--- config.mk ---
export PLATFORM = sky130hd
export DESIGN_NAME = duplex_byte_fifo
export DESIGN_NICKNAME = d
export VERILOG_FILES = /design/src/rtl/dbf_pkg.sv /design/src/rtl/dbf_tx_lane.sv /design/src/rtl/dbf_rx_lane.sv /design/src/rtl/duplex_byte_fifo.sv
export SDC_FILE = /design/constraint.sdc
export NUM_CORES = 1
export LEC_CHECK = 0
export BUFFER_PORTS_ARGS = -buffer_cell sky130_fd_sc_hd__buf_2
export CAP_MARGIN = 20
export CORE_ASPECT_RATIO = 0.5
export CORE_UTILIZATION = 55
export DETAILED_ROUTE_END_ITERATION = 16
export GPL_TIMING_DRIVEN = 0
export PLACE_DENSITY = 0.79
export SYNTH_ARGS = -nofsm -noshare
export SYNTH_HDL_FRONTEND = slang
export SYNTH_HIERARCHICAL = 1
export SYNTH_SLANG_ARGS = --single-unit
--- constraint.sdc ---
create_clock -name clk -period 5.7 [get_ports clk]
set_input_delay 0.57 -clock clk [delete_from_list [all_inputs] [get_ports clk]]
set_output_delay 0.57 -clock clk [all_outputs]
set_load 0.1 [all_outputs]
--- src/rtl/dbf_pkg.sv ---
package dbf_pkg;
  typedef struct packed {
    logic xrdy_set;
    logic xrdy_clr;
    logic xudf_set;
    logic xudf_clr;
  } tx_pulse_t;

  typedef struct packed {
    logic rrdy_set;
    logic rovr_set;
    logic rovr_clr;
    logic sbd_set;
  } rx_pulse_t;
endpackage

--- src/rtl/dbf_tx_lane.sv ---
module dbf_tx_lane
  import dbf_pkg::*;
#(
  parameter int BYTE_W = 8,
  parameter int DEPTH  = 4
) (
  input  logic                clk,
  input  logic                rst,
  input  logic                en,
  input  logic                big_end,
  input  logic                wr,
  input  logic [2*BYTE_W-1:0] wdata,
  input  logic                pop,
  output logic [BYTE_W-1:0]   byte_q,
  output tx_pulse_t           pulse_q
);
  localparam int CW   = $clog2(DEPTH + 1);
  localparam int ROOM = DEPTH - 2;

  logic [BYTE_W-1:0] mem   [DEPTH];
  logic [BYTE_W-1:0] mem_n [DEPTH];
  logic [CW-1:0]     cnt, cnt_n;
  logic [BYTE_W-1:0] first_b, second_b;
  logic              took, empty_pop, accept, crowded;
  int                lvl;

  always_comb begin
    first_b  = big_end ? wdata[2*BYTE_W-1:BYTE_W] : wdata[BYTE_W-1:0];
    second_b = big_end ? wdata[BYTE_W-1:0] : wdata[2*BYTE_W-1:BYTE_W];
    mem_n     = mem;
    lvl       = int'(cnt);
    took      = pop && (cnt != '0);
    empty_pop = pop && (cnt == '0);
    // removal first
    if (took) begin
      for (int i = 0; i < DEPTH - 1; i++) mem_n[i] = mem[i+1];
      mem_n[DEPTH-1] = '0;
      lvl = lvl - 1;
    end
    // then append against the remaining level
    accept = wr && (lvl <= ROOM);
    if (accept) begin
      for (int i = 0; i < DEPTH; i++) begin
        if (i == lvl)     mem_n[i] = first_b;
        if (i == lvl + 1) mem_n[i] = second_b;
      end
      lvl = lvl + 2;
    end
    crowded = accept && (lvl > ROOM);
    cnt_n   = CW'(lvl);
  end

  always_ff @(posedge clk) begin
    if (rst || !en) begin
      cnt     <= '0;
      byte_q  <= '0;
      pulse_q <= '0;
      for (int i = 0; i < DEPTH; i++) mem[i] <= '0;
    end else begin
      cnt <= cnt_n;
      for (int i = 0; i < DEPTH; i++) mem[i] <= mem_n[i];
      if (pop) byte_q <= took ? mem[0] : '0;
      pulse_q.xrdy_set <= pop;
      pulse_q.xudf_set <= empty_pop;
      pulse_q.xudf_clr <= accept;
      pulse_q.xrdy_clr <= crowded;
    end
  end

  assert_tx_level_R2: assert property (@(posedge clk) disable iff (rst)
    cnt <= CW'(DEPTH));

  assert_write_ignored_R2: assert property (@(posedge clk) disable iff (rst)
    (en && wr && !pop && cnt > CW'(ROOM)) |=> (cnt == $past(cnt) && !pulse_q.xudf_clr));

  assert_underflow_zero_R6: assert property (@(posedge clk) disable iff (rst)
    (en && pop && cnt == '0) |=> (pulse_q.xudf_set && byte_q == '0));
endmodule

--- src/rtl/dbf_rx_lane.sv ---
module dbf_rx_lane
  import dbf_pkg::*;
#(
  parameter int BYTE_W = 8,
  parameter int DEPTH  = 4
) (
  input  logic                clk,
  input  logic                rst,
  input  logic                en,
  input  logic                big_end,
  input  logic                push,
  input  logic [BYTE_W-1:0]   rx_byte,
  input  logic                rd,
  output logic [2*BYTE_W-1:0] rdata_q,
  output rx_pulse_t           pulse_q
);
  localparam int CW = $clog2(DEPTH + 1);

  logic [BYTE_W-1:0]   mem   [DEPTH];
  logic [BYTE_W-1:0]   mem_n [DEPTH];
  logic [CW-1:0]       cnt, cnt_n;
  logic [BYTE_W-1:0]   b0, b1;
  logic [2*BYTE_W-1:0] word;
  logic                lone, stored, dropped;
  int                  lvl;

  always_comb begin
    b0   = (cnt >= CW'(1)) ? mem[0] : '0;
    b1   = (cnt >= CW'(2)) ? mem[1] : '0;
    word = big_end ? {b0, b1} : {b1, b0};
    mem_n = mem;
    lvl   = int'(cnt);
    lone  = rd && (cnt == CW'(1));
    // read removal first
    if (rd && lvl >= 2) begin
      for (int i = 0; i < DEPTH - 2; i++) mem_n[i] = mem[i+2];
      for (int i = DEPTH - 2; i < DEPTH; i++) mem_n[i] = '0;
      lvl = lvl - 2;
    end else if (lone) begin
      lvl = 0;
    end
    // then arrival against the remaining level
    stored  = push && (lvl < DEPTH);
    dropped = push && (lvl >= DEPTH);
    if (stored) begin
      for (int i = 0; i < DEPTH; i++)
        if (i == lvl) mem_n[i] = rx_byte;
      lvl = lvl + 1;
    end
    cnt_n = CW'(lvl);
  end

  always_ff @(posedge clk) begin
    if (rst || !en) begin
      cnt     <= '0;
      rdata_q <= '0;
      pulse_q <= '0;
      for (int i = 0; i < DEPTH; i++) mem[i] <= '0;
    end else begin
      cnt <= cnt_n;
      for (int i = 0; i < DEPTH; i++) mem[i] <= mem_n[i];
      if (rd) rdata_q <= word;
      pulse_q.rrdy_set <= push;
      pulse_q.rovr_set <= dropped;
      pulse_q.rovr_clr <= rd;
      pulse_q.sbd_set  <= lone;
    end
  end

  assert_rx_level_R7: assert property (@(posedge clk) disable iff (rst)
    cnt <= CW'(DEPTH));

  assert_push_drop_R7: assert property (@(posedge clk) disable iff (rst)
    (en && push && !rd && cnt == CW'(DEPTH)) |=> (pulse_q.rovr_set && cnt == CW'(DEPTH)));

  assert_read_clears_R10: assert property (@(posedge clk) disable iff (rst)
    (en && rd) |=> pulse_q.rovr_clr);

  assert_single_byte_R9: assert property (@(posedge clk) disable iff (rst)
    (en && rd && !push && cnt == CW'(1)) |=> (pulse_q.sbd_set && cnt == '0));
endmodule

--- src/rtl/duplex_byte_fifo.sv ---
module duplex_byte_fifo
  import dbf_pkg::*;
#(
  parameter int BYTE_W = 8,
  parameter int DEPTH  = 4
) (
  input  logic                clk,
  input  logic                rst,
  input  logic                enable,
  input  logic                big_end,
  input  logic                cpu_wr,
  input  logic [2*BYTE_W-1:0] cpu_wdata,
  input  logic                cpu_rd,
  output logic [2*BYTE_W-1:0] cpu_rdata,
  input  logic                eng_pop,
  output logic [BYTE_W-1:0]   eng_txbyte,
  input  logic                eng_push,
  input  logic [BYTE_W-1:0]   eng_rxbyte,
  output logic                xrdy_set,
  output logic                xrdy_clr,
  output logic                xudf_set,
  output logic                xudf_clr,
  output logic                rrdy_set,
  output logic                rovr_set,
  output logic                rovr_clr,
  output logic                sbd_set
);
  tx_pulse_t tx_p;
  rx_pulse_t rx_p;

  dbf_tx_lane #(.BYTE_W(BYTE_W), .DEPTH(DEPTH)) u_tx (
    .clk(clk), .rst(rst), .en(enable), .big_end(big_end),
    .wr(cpu_wr), .wdata(cpu_wdata), .pop(eng_pop),
    .byte_q(eng_txbyte), .pulse_q(tx_p)
  );

  dbf_rx_lane #(.BYTE_W(BYTE_W), .DEPTH(DEPTH)) u_rx (
    .clk(clk), .rst(rst), .en(enable), .big_end(big_end),
    .push(eng_push), .rx_byte(eng_rxbyte), .rd(cpu_rd),
    .rdata_q(cpu_rdata), .pulse_q(rx_p)
  );

  assign xrdy_set = tx_p.xrdy_set;
  assign xrdy_clr = tx_p.xrdy_clr;
  assign xudf_set = tx_p.xudf_set;
  assign xudf_clr = tx_p.xudf_clr;
  assign rrdy_set = rx_p.rrdy_set;
  assign rovr_set = rx_p.rovr_set;
  assign rovr_clr = rx_p.rovr_clr;
  assign sbd_set  = rx_p.sbd_set;

  assert_quiet_disabled_R12: assert property (@(posedge clk) disable iff (rst)
    !enable |=> ({xrdy_set, xrdy_clr, xudf_set, xudf_clr,
                  rrdy_set, rovr_set, rovr_clr, sbd_set} == 8'h00
                 && eng_txbyte == '0 && cpu_rdata == '0));

  assert_pop_ready_R5: assert property (@(posedge clk) disable iff (rst)
    (enable && eng_pop) |=> xrdy_set);
endmodule

==> key figures <==
Outcome
  – Run status: finished clean

Synthesis
  – Post-synthesis instance area: 0.00552 mm^2
  – Syn. warnings: 6
  – Synth unique cells: 64
  – Post-synthesis register bit count: 102
  – Cells after Synth: 588
  – Post-synthesis area per instance: 9.38 um^2
  – Top_reg_cell synth: sky130_fd_sc_hd__dfxtp_1
  – Share of synthesized area occupied by flip-flops and latches: 37.0%
  – Async set or reset register ratio after synthesis: 0%
  – Total nets after synthesis: 635
  – Number of synthesized flops with an enable pin: 0

Setup path
  – Most frequent cell on the critical path: sky130_fd_sc_hd__ha_1
  – Startpoint of the worst register-to-register path: u_tx/cnt[0]
  – Slowest cell on crit path: sky130_fd_sc_hd__a2111oi_4
  – Launching element type of the critical path: flop
  – Startpoint-to-endpoint class of the critical path: reg2reg
  – Required time of the worst setup path: 5.90 ns
  – Worst stage delay on the critical path: 0.68 ns
  – Series of cell instances along the critical path: buf_2, inv_2, ha_1, nor2b_1, nor2_1, a21boi_1, ha_1, ha_1, nand2_1, ha_1, or4b_4, or4_4, a2111oi_4, and2_1, buf_6, a211oi_2
  – Largest driver fanout on the critical path: 11
  – Element type at the critical path end: flop
  – Worst EP arrival: 5.38 ns
  – Crit path from: u_tx/cnt[0]

Power and ir drop
  – Fraction of power spent switching nets: 34.6%
  – Net switching component of the power: 652 uW
  – Relative contribution of the clock network to total power: 32.3%
  – Total power consumption of the routed design: 1890 uW
  – Power Density: 299 mW/mm^2
  – IR Drop Worst-Case VDD: 0.157 mV
  – Internal power of the cells: 1230 uW
  – Pleak: 0.00241 uW
  – Proportion of power drawn by flip-flops and latches: 40.2%
  – Portion of total power attributed to combinational logic: 27.5%

CTS
  – Buffer depth of the longest clock path: 2
  – Post-CTS clock slew at the launch and capture registers of the worst setup and hold paths: 0.07 ns
  – CTS tree: done
  – Number of buffers inserted by post-CTS setup repair: 0
  – Source-to-sink clock delay at the later pin of the worst-skew pair: 0.35 ns
  – Cts hold-fix bufs: 0
  – Clock Root Buffer: sky130_fd_sc_hd__clkbuf_16
  – CTS Buf Count: 9
  – Post-cts gate resize count: 0
  – Htree depth: 3
  – Clk sink count: 102

Timing
  – Unrepaired setup endpoints after global routing: false
  – Worst-margin pin slew: 0.836 ns
  – Achievable Freq: 193 MHz
  – Max Clock Skew: 0.0117 ns
  – Worst slew margin relative to its limit: 44.3%
  – Endpoints failing hold: 0
  – Pins over their slew limit: 0
  – Clock period minus final worst setup slack: 5.19 ns
  – Final-report setup violation count: 0
  – Sum of negative setup slack: 0 ns
  – Final period utilization: 91.0%

Finish
  – Layout cells sized above 1: 20.6%
  – Most common cell after layout, fill and taps aside: sky130_fd_sc_hd__dfxtp_1
  – Filler instances: 830
  – Layout area overhead: 14.2%
  – # nets final: 708
  – Number of antenna repair diodes: 0
  – Commonest non-fill, non-tap cells in the layout: sky130_fd_sc_hd__dfxtp_1, sky130_fd_sc_hd__buf_2, sky130_fd_sc_hd__mux2i_1, sky130_fd_sc_hd__a22oi_1, sky130_fd_sc_hd__a21oi_1

Routing
  – Initial detailed-routing violation count: 442
  – Drt wl/cell: 17.7 um
  – Post-detailed-route via-to-cell ratio: 6.24
  – Residual antenna-violating net count after detailed routing: 0
  – Routed WL: 14,200 um
  – Count of vias placed by the detailed router: 5,001
  – Drt pass-1 iters: 5
  – Number of DRC violations after detailed routing: 0

GRT
  – Global routing's busiest layer: met2
  – GR Layer Usage met2: 44.3%
  – Global-route wire length before repair: 22,700 um
  – GRT Overall Usage: 27.8%
  – Global-route track usage on met3: 5.25%
  – Number of antenna violations at the first check in global routing: 0
  – Congestion Overflow GR: 0
  – Largest net degree at the start of global routing: 21
  – Vias in the first global route: 4,442
  – Met1 global-route usage: 38.5%

Worst hold path
  – Source of the worst hold timing path: u_tx/mem[22]
  – Min-delay worst type: reg2reg

Run
  – Max-Cap Viols: 0

Floorplanning
  – Std-Cell Core Area: 0.00960 mm^2
  – Die X: 144 um
  – Vertical die dimension: 72.8 um
  – Cell row count: 25
  – Initial Util: 57.4%
  – I/O pin count: 64
  – Area of the die: 0.0105 mm^2

Place
  – HPWL Detailed: 10,400 um
  – Buffers added on ports: 62
  – Routability Congestion: 0.896
==> worst max-delay path, delay by kind of cell, from the launching register on <==
kind	cells	cell delay [ns]
buf+inv	3	0.50
fa+ha+maj	4	0.99
simple gates	6	1.92
compound gates	3	1.33
flops	1	0.30
==> cells by family after synthesis <==
logic type,Yosys count,share of synthesized area [%]
XOR/XNOR,7,1.38
AND/OR/NAND/NOR,131,12.3
multiplexers,46,8.42
adder cells (fa/ha/maj),15,3.40
buffers and inverters,59,5.44
AO/OA/AOI/OAI,228,32.0
flip-flops,102,37.0
==> metal layers <==
| layer | wire [um] | part of all wire [%] | vias up |
|---|---|---|---|
| met1 | 6790 | 48 | 2387 |
| li1 | - | - | 2405 |
| met5 | 0 | 0 | - |
| met4 | 216 | 1.5 | 0 |
| met3 | 754 | 5.3 | 27 |
| met2 | 6410 | 45 | 182 |
==> registers in the layout, indices dropped and copies added, names as in the netlist <==
register	cells
u_tx/byte_q	8
u_rx/pulse_q	4
u_tx/mem	32
u_tx/cnt	3
u_rx/rdata_q	16
u_rx/mem	32
u_tx/pulse_q	4
u_rx/cnt	3
==> path summary, 6_finish.rpt <==
check             depth (start not counted)      endpoint  slack (ns)
hold reg to reg                           2  u_tx/mem[30]        0.49
setup / recovery                         16  u_tx/mem[19]        0.51
hold / removal                            2  u_tx/mem[30]        0.49
setup reg to reg                         16  u_tx/mem[19]        0.51
==> metrics by stage <==
stage / util (%) / worst slack (ns) / instance area, um^2 / instances / hold slack (ns)
final: 65.6 / 0.514 / 6300 / 801 / 0.492
after global routing: 65.6 / 0.0827 / 6300 / 801 / 0.507
after CTS: 65.6 / 0.546 / 6300 / 801 / 0.490
after detailed placement: 62.4 / 0.553 / 5990 / 785 / 0.481
after global placement: 62.4 / 0.607 / 5990 / 785 / 0.472
after floorplan: - / 1.32 / 5520 / 588 / 0.453
==> cell usage after synthesis (6+ instances only) <==
master / instances / area share (%)
sky130_fd_sc_hd__dfxtp_1: 102 / 37
sky130_fd_sc_hd__mux2i_1: 43 / 7.8
sky130_fd_sc_hd__a22oi_1: 40 / 5.4
sky130_fd_sc_hd__a21oi_1: 38 / 3.4
sky130_fd_sc_hd__nor2_1: 34 / 2.3
sky130_fd_sc_hd__nand2_1: 33 / 2.2
sky130_fd_sc_hd__o21ai_0: 30 / 2.7
sky130_fd_sc_hd__clkbuf_1: 27 / 1.8
sky130_fd_sc_hd__a211oi_1: 19 / 2.6
sky130_fd_sc_hd__and3_1: 18 / 2.0
sky130_fd_sc_hd__a211oi_2: 15 / 3.4
sky130_fd_sc_hd__ha_1: 15 / 3.4
sky130_fd_sc_hd__o221ai_1: 14 / 2.2
sky130_fd_sc_hd__inv_1: 11 / 0.75
sky130_fd_sc_hd__a221oi_1: 9 / 1.4
sky130_fd_sc_hd__nand3_1: 9 / 0.82
sky130_fd_sc_hd__a311oi_1: 8 / 1.3
sky130_fd_sc_hd__buf_6: 8 / 1.6
sky130_fd_sc_hd__nor2b_1: 8 / 0.91
sky130_fd_sc_hd__nor3_1: 8 / 0.73
sky130_fd_sc_hd__o21ai_1: 7 / 0.64
sky130_fd_sc_hd__buf_2: 6 / 0.54
sky130_fd_sc_hd__o211ai_1: 6 / 0.82
==> power groups by stage <==
stage                     clock network, uW  registers, uW  logic, uW
final                                   608            759        518
after global routing                    647            762        556
after CTS                               617            758        509
after detailed placement                  0            774        506
after global placement                    0            774        498
after floorplan                           0            813        351
==> area by class of cell <==
cell class | instances | area (um^2) | share of cell area, %
clock inverter | 7 | 76.3 | 1.21
clock buffer | 9 | 225 | 3.58
sequential | 102 | 2040 | 32.4
tap | 135 | 169 | 2.68
buffer | 45 | 248 | 3.93
timing repair buffer | 62 | 310 | 4.93
multi-input combinational | 427 | 3170 | 50.4
inverter | 14 | 52.6 | 0.835
No activity file was read; power rests on OpenSTA's default activity.
